**src/rtl/dac_align_pkg.sv**
```systemverilog
package dac_align_pkg;
    localparam int FIELD_W = 16;
    localparam int CODE_W  = 12;
    localparam int AMT_W   = 4;
    localparam int NCH     = 2;
    localparam int WORD_W  = 2 * FIELD_W;
    localparam int TMP_W   = FIELD_W + CODE_W + 1;

    typedef enum logic [1:0] {
        SEL_SAMP_A = 2'd0,
        SEL_SAMP_B = 2'd1,
        SEL_CFG    = 2'd2,
        SEL_NONE   = 2'd3
    } wr_sel_e;

    typedef struct packed {
        logic             left;
        logic [AMT_W-1:0] amt;
    } shift_cfg_t;

    typedef struct packed {
        logic       dual;
        shift_cfg_t sh_b;
        shift_cfg_t sh_a;
    } cfg_t;

    // Shift, round and clamp one sample field into a converter code.
    function automatic logic [CODE_W-1:0] align_sample(
        input logic [FIELD_W-1:0] s,
        input shift_cfg_t         c
    );
        logic [TMP_W-1:0] t;
        logic [TMP_W-1:0] half;
        half = '0;
        if (c.amt == '0) begin
            t = {{(TMP_W-CODE_W){1'b0}}, s[CODE_W-1:0]};
        end else if (c.left) begin
            t = {{(TMP_W-CODE_W){1'b0}}, s[CODE_W-1:0]} << c.amt;
        end else begin
            half = {{(TMP_W-1){1'b0}}, 1'b1} << (c.amt - {{(AMT_W-1){1'b0}}, 1'b1});
            t = ({{(TMP_W-FIELD_W){1'b0}}, s} + half) >> c.amt;
        end
        if (|t[TMP_W-1:CODE_W])
            return {CODE_W{1'b1}};
        return t[CODE_W-1:0];
    endfunction
endpackage

```
**src/rtl/dac_cfg_reg.sv**
```systemverilog
module dac_cfg_reg
    import dac_align_pkg::*;
(
    input  logic              clk,
    input  logic              rst,
    input  logic              we,
    input  logic [WORD_W-1:0] wdata,
    output cfg_t              cfg
);
    always_ff @(posedge clk) begin
        if (rst) begin
            cfg <= '0;
        end else if (we) begin
            cfg.dual      <= wdata[0];
            cfg.sh_a.amt  <= wdata[7:4];
            cfg.sh_a.left <= wdata[8];
            cfg.sh_b.amt  <= wdata[15:12];
            cfg.sh_b.left <= wdata[16];
        end
    end
endmodule

```
**src/rtl/dac_chan.sv**
```systemverilog
module dac_chan
    import dac_align_pkg::*;
(
    input  logic               clk,
    input  logic               rst,
    input  logic               load,
    input  logic [FIELD_W-1:0] sample,
    input  shift_cfg_t         shift,
    input  logic               ack,
    input  logic               ovr_clr,
    output logic [CODE_W-1:0]  code,
    output logic               pend,
    output logic               ovr
);
    logic [CODE_W-1:0] aligned;

    always_comb aligned = align_sample(sample, shift);

    always_ff @(posedge clk) begin
        if (rst) begin
            code <= '0;
            pend <= 1'b0;
            ovr  <= 1'b0;
        end else begin
            if (load)
                code <= aligned;
            if (load)
                pend <= 1'b1;
            else if (ack)
                pend <= 1'b0;
            if (load && pend && !ack)
                ovr <= 1'b1;
            else if (ovr_clr)
                ovr <= 1'b0;
        end
    end


    pend_set_by_load_chk: assert property (@(posedge clk) disable iff (rst)
        $rose(pend) |-> $past(load));

    ack_clears_chk: assert property (@(posedge clk) disable iff (rst)
        (ack && !load) |=> !pend);

    ovr_cause_chk: assert property (@(posedge clk) disable iff (rst)
        $rose(ovr) |-> $past(load && pend && !ack));

    ovr_sticky_chk: assert property (@(posedge clk) disable iff (rst)
        (ovr && !ovr_clr) |=> ovr);

    code_hold_chk: assert property (@(posedge clk) disable iff (rst)
        !load |=> $stable(code));
endmodule

```
**src/rtl/dac_sample_aligner.sv**
```systemverilog
module dac_sample_aligner
    import dac_align_pkg::*;
(
    input  logic              clk,
    input  logic              rst,
    input  logic              wr_en,
    input  logic [1:0]        wr_sel,
    input  logic [31:0]       wr_data,
    input  logic              ack_a,
    input  logic              ack_b,
    input  logic [1:0]        ovr_clr,
    output logic [11:0]       code_a,
    output logic [11:0]       code_b,
    output logic              pend_a,
    output logic              pend_b,
    output logic              ovr_a,
    output logic              ovr_b
);
    cfg_t               cfg_q;
    wr_sel_e            sel;
    logic [NCH-1:0]     ld;
    logic [NCH-1:0]     ack;
    logic [NCH-1:0]     pend;
    logic [NCH-1:0]     ovr;
    logic [FIELD_W-1:0] samp [NCH];
    logic [CODE_W-1:0]  code [NCH];
    shift_cfg_t         sh   [NCH];

    always_comb sel = wr_sel_e'(wr_sel);

    dac_cfg_reg u_cfg (
        .clk   (clk),
        .rst   (rst),
        .we    (wr_en && sel == SEL_CFG),
        .wdata (wr_data),
        .cfg   (cfg_q)
    );

    always_comb begin
        ld[0]   = wr_en && sel == SEL_SAMP_A;
        ld[1]   = wr_en && (sel == SEL_SAMP_B || (sel == SEL_SAMP_A && cfg_q.dual));
        samp[0] = wr_data[FIELD_W-1:0];
        samp[1] = (sel == SEL_SAMP_A) ? wr_data[WORD_W-1:FIELD_W] : wr_data[FIELD_W-1:0];
        sh[0]   = cfg_q.sh_a;
        sh[1]   = cfg_q.sh_b;
        ack     = {ack_b, ack_a};
    end

    for (genvar i = 0; i < NCH; i++) begin : g_ch
        dac_chan u_ch (
            .clk     (clk),
            .rst     (rst),
            .load    (ld[i]),
            .sample  (samp[i]),
            .shift   (sh[i]),
            .ack     (ack[i]),
            .ovr_clr (ovr_clr[i]),
            .code    (code[i]),
            .pend    (pend[i]),
            .ovr     (ovr[i])
        );
    end

    assign code_a = code[0];
    assign code_b = code[1];
    assign pend_a = pend[0];
    assign pend_b = pend[1];
    assign ovr_a  = ovr[0];
    assign ovr_b  = ovr[1];


    single_keeps_b_chk: assert property (@(posedge clk) disable iff (rst)
        (wr_en && wr_sel == 2'd0 && !cfg_q.dual) |=> $stable(code_b));

    dual_loads_both_chk: assert property (@(posedge clk) disable iff (rst)
        (wr_en && wr_sel == 2'd0 && cfg_q.dual) |=> (pend_a && pend_b));

    sel_b_keeps_a_chk: assert property (@(posedge clk) disable iff (rst)
        (wr_en && wr_sel == 2'd1) |=> $stable(code_a));

    sel_none_chk: assert property (@(posedge clk) disable iff (rst)
        (wr_en && wr_sel == 2'd3) |=> ($stable(code_a) && $stable(code_b)));
endmodule

```
**config.mk**
```make
export PLATFORM = sky130hd
export DESIGN_NAME = dac_sample_aligner
export DESIGN_NICKNAME = d
export VERILOG_FILES = /design/src/rtl/dac_align_pkg.sv /design/src/rtl/dac_cfg_reg.sv /design/src/rtl/dac_chan.sv /design/src/rtl/dac_sample_aligner.sv
export SDC_FILE = /design/constraint.sdc
export NUM_CORES = 1
export LEC_CHECK = 0
export BUFFER_PORTS_ARGS = -buffer_cell sky130_fd_sc_hd__clkbuf_2
export CAP_MARGIN = 20
export CORE_MARGIN = 2
export CORE_UTILIZATION = 55
export DETAILED_ROUTE_END_ITERATION = 8
export PLACE_DENSITY = 0.73
export SLEW_MARGIN = 20
export SYNTH_ARGS = -nofsm -noshare
export SYNTH_HDL_FRONTEND = slang
export SYNTH_HIERARCHICAL = 1
export SYNTH_SLANG_ARGS = --single-unit
```
**constraint.sdc**
```tcl
create_clock -name clk -period 13.4 [get_ports clk]
set_input_delay 2.68 -clock clk [delete_from_list [all_inputs] [get_ports clk]]
set_output_delay 2.68 -clock clk [all_outputs]
set_load 0.02 [all_outputs]
```
* After elaboration in Yosys (flattened, before gate mapping)
Cells that the tools add are included.
** Word-level totals
- Register bits after elaboration :: 39
- Bits of input ports :: 41
- Output and inout bits :: 28
- Logic and storage cells :: 62
** Operators by class
- Add/subtract/negate cells :: 4
- Equal/unequal tests :: 2
- Shifts and indexed selects :: 6
- Mux-type cells :: 19
- Reductions and logical operators :: 20
** Operators with widths (count)
- $mux 29 :: 4
- $add 16x29->29 :: 2
- $shl 1x4->29 const A :: 2
- $shl 12x4->29 :: 2
- $shr 29x4->29 :: 2
- $mux 12 :: 4
- $reduce_or 17->1 :: 2
- $mux 16 :: 1
- $mux 1 :: 10
- $logic_and 1x1->1 :: 8
- $logic_not 4->1 :: 2
- $reduce_bool 2->1 :: 4
- $sub 4x1->4 const B :: 2
- $eq 2x1->1 const B :: 1
- $eq 2x2->1 const B :: 1
- $logic_not 1->1 :: 2
- $logic_not 2->1 :: 1
- $logic_or 1x1->1 :: 1

* Logic depth before layout (Yosys ltp)
- Depth in word-level cells :: 9
- Depth in mapped cells :: 18
- Depth with buffers taken out :: 15

* Modules after synthesis
Netlist, hierarchy kept.
** By module, submodules not included
- dac_chan at g_ch[0].u_ch :: instances 1, cells an instance 435, area an instance 3261.9 um^2, seq. area each 280.3 um^2
- dac_chan at g_ch[1].u_ch :: instances 1, cells an instance 459, area an instance 3168.0 um^2, seq. area each 280.3 um^2
- dac_cfg_reg :: instances 1, cells an instance 35, area an instance 386.6 um^2, seq. area each 220.2 um^2
- dac_sample_aligner :: instances 1, cells an instance 22, area an instance 274.0 um^2, seq. area each 0.0 um^2

* Worst setup path before layout
Ideal clock, no wire load.
- Kind :: input-to-reg
- From :: input port wr_sel[1]
- To :: register g_ch[1].u_ch.code[10]
- Setup time :: 133 ps
- Arrival :: 5835 ps
- Required time :: 13267 ps
- Slack :: 7431 ps
- Stages on the path :: 13
- Path buffers :: 0
- Path through :: nor2_4 > mux2_2 > ha_1 > fa_1 > and3_1 > o21ai_0 > a21oi_1 > or3_1 > and2_1 > mux4_2 > a32oi_1 > a21o_1 > a311oi_1
** RTL lines
- start, declared :: RTL line dac_sample_aligner.sv:7 : input logic [1:0] wr_sel,
- end signal, assigned :: RTL line dac_chan.sv:26 : code <= aligned;
- end, declared :: RTL line dac_chan.sv:11 : output logic [CODE_W-1:0] code,

==> out/results.txt <==
Simple-gate area share of the yosys netlist - 24.3%
Final Hold Fails - 0
Hold Crit Class - flop to flop
Root buf cell - clkbuf_16
Power Density - 64.1 mW/mm²
Cell with the most instances after synthesis - nor2_1
Initial Util - 56.2%
CTS buffer count - 5
Most used cell, CP - a21oi_1
CP max-delay cell - o41ai_4
Fin crit period - 6.77 ns
VDD IR max - 0.0514 mV
Die area - 0.0138 mm²
DRT iter0 DRCs - 1172
Final HPWL DP - 18.6 mm
Top post-synthesis cells by area - dfxtp_1 11%, nor2_1 7.0%, ha_1 5.6%
Synth Warn # - 6
Num Clock Sinks - 39
FF+latch count, synth - 39
Fin util - 59.2%
Placed Area - 0.00733 mm²
Most used DFF post-synth - dfxtp_1
Ports - 69
Clock Latency Late Sink - 0.28 ns
Top-area cell type share of the netlist area - 11.0%
Setup CP Type - primary input to flop
Syn nets - 1026
Critical Path AT - 6.92 ns
RSZ-0062 raised after global routing - no
Core ar. - 0.0126 mm²
Post_cts resized - 0
Drt drc - 0
Vias in the first global route - 7297
Filler cells - 1246
Wire per inst - 21.9 µm
Largest net degree at the start of global routing - 45
Critical path capture point type - flop
Crit share post-route - 50.5%
FP Rows - 41
Post-Syn Area per Cell - 7.46 µm²
Die width - 118 µm
Compound-Gate Fraction of Synth Area - 36.1%
Setup TNS - 0 ns
Most frequent cells after synthesis - 132 x nor2_1, 90 x nand2_1, 73 x a21oi_1, 40 x o21ai_0, 39 x dfxtp_1
First-pass GRT wire length - 39.7 mm
Critical Path Start Type - primary input
Area delta synth->final - 5.31%
Clock transition at path regs - 0.05 ns
First-pass detailed-route iteration total - 5
Antenna-violating nets left - 0
Post-synth ARST share - 0%
Cell chain of the critical path - clkbuf_2 > nor2_4 > mux2_2 > ha_1 > fa_1 > and3_1 > o21ai_0 > a21oi_1 > or3_1 > a21oi_1 > nor4_4 > o41ai_4 > o31a_1 > nor3_1
Post-synth cell types - 105
Final setup viols - 0
Layout cells sized above 1 - 17.7%
Sequential fraction of the synthesis area - 11.0%
Final Max Slew Viols - 0
Post-Synth XOR/XNOR Area - 2.35%
Status - finished clean
CTS tree - built
Antenna violations before repair - 0
Mux contribution to synthesized area - 13.5%
Leakage - 2.88 nW
Final Skew - 0.00484 ns
Yosys top cell by area - dfxtp_1
Avg Vias per Cell - 7.09
Total power - 0.479 mW
IO Port Bufs - 68
Max_slew headroom - 36.7%
Total gr overflow - 0
WL final - 25.0 mm
Mapped Area - 0.00709 mm²
Nets@finish - 1044
Worst slew pin tran - 0.926 ns
FMAX - 148 MHz
Deepest clock path buffer count - 2
RD Place Congestion - 1.04
MaxCap Viol Count - 0
Synthesized instance count - 951
Die H - 118 µm
GRT Total Usage - 35.1%
Post-synth EDFFs - 0
Worst EP required - 13.55 ns
Hold Buf Count CTS - 0
CP max stage delay - 0.76 ns
# diodes - 0
Final instance area - 0.00747 mm²
Critical Path Fanout Max - 17
Via count - 8095
CTS H-tree lvls - 2
Main combinational cell family by area after synthesis - compound AO/OA/AOI/OAI gates
Setup Fix Bufs, Post-CTS - 0
Adder-Cell Fraction of Synth Area - 6.21%
-- per-stage QoR --
stage	worst slack, ns	instances	hold WS [ns]
6_report	6.63	1142	0.482
5_1_grt	6.40	1142	0.510
4_1_cts	6.69	1142	0.488
3_5_place_dp	6.44	1134	0.480
3_3_place_gp	6.48	1134	0.485
2_1_floorplan	7.43	951	0.455
-- metal layers --
metal	GRT usage, %	part of all wire, %	wire [µm]	vias up
li1	-	-	-	3714
met1	53.4	44	11000	3723
met2	46.8	39	9700	604
met3	9.69	15	3640	54
met4	11.4	2.7	673	0
met5	0	0	0	-
-- kinds of logic (layout without fill, tap and decap cells) --
| group | after synthesis | count (layout) |
|---|---|---|
| AOI/OAI and AO/OA | 336 | 336 |
| xor gates and xnor gates | 19 | 19 |
| DFF | 39 | 39 |
| muxes | 75 | 75 |
| buffers and inverters | 85 | 104 |
| adders and majority gates | 34 | 34 |
| and+or+nand+nor | 363 | 363 |
-- power breakdown --
group          internal [mW]  switching, mW
Clock                 0.0687         0.0443
Sequential             0.124        0.00535
Combinational         0.0839          0.152
-- worst paths after layout --
path	start	to	slack, ns	cells past startpoint
worst min register to register	g_ch[1].u_ch/code[4]	g_ch[1].u_ch/code[4]	0.48	2
worst max register to register	u_cfg/cfg[5]	g_ch[1].u_ch/code[1]	7.79	16
worst max-delay path	wr_sel[1]	g_ch[1].u_ch/code[1]	6.63	14
worst min-delay path	g_ch[1].u_ch/code[4]	g_ch[1].u_ch/code[4]	0.48	2
-- area by class of cell --
class	instances	area [µm²]	share of cell area (%)
clock buffers	7	133	1.78
repair buffers	79	423	5.66
flip-flops and latches	39	781	10.5
well taps	172	215	2.88
inverters	17	63.8	0.855
clock inverters	1	5.00	0.0670
multi-input cells	827	5850	78.3
-- layout by cell type, fill, tap and decap left out, types with 5 or more instances in the layout --
master,Yosys,final
nor2_1,132,132
nand2_1,90,90
a21oi_1,73,73
clkbuf_2,0,68
o21ai_0,40,40
dfxtp_1,39,39
mux2i_1,37,37
ha_1,32,32
nand3_1,30,30
nor3_1,26,26
a211oi_1,24,24
mux2_2,18,18
o211ai_1,17,17
a21o_1,17,17
nand4_1,16,16
a31oi_1,15,15
o32ai_1,14,14
inv_1,12,12
or3_1,11,11
xnor2_1,11,11
mux4_2,11,11
o21a_1,11,11
buf_4,3,11
mux2_4,9,9
and3_1,8,8
and2_1,8,8
xor2_1,8,8
o21bai_1,7,7
o31ai_1,7,7
nor2b_1,7,7
or4_1,7,7
a32oi_1,7,7
a211o_1,6,6
a311oi_1,6,6
clkbuf_16,0,5
a221oi_1,5,5
-- registers in the layout (all words and copies together), names as in the netlist --
name and flops:
u_cfg/cfg 11, g_ch.u_ch/code 24, g_ch.u_ch/pend 2, g_ch.u_ch/ovr 2
-- critical path, delay by kind of cell --
family / cells / cell delay [ns]
fa+ha+maj: 2 / 0.68
compound gates: 5 / 1.67
mux: 1 / 0.48
simple gates: 5 / 1.27
buf+inv: 1 / 0.12
No activity file was read; power rests on OpenSTA's default activity.
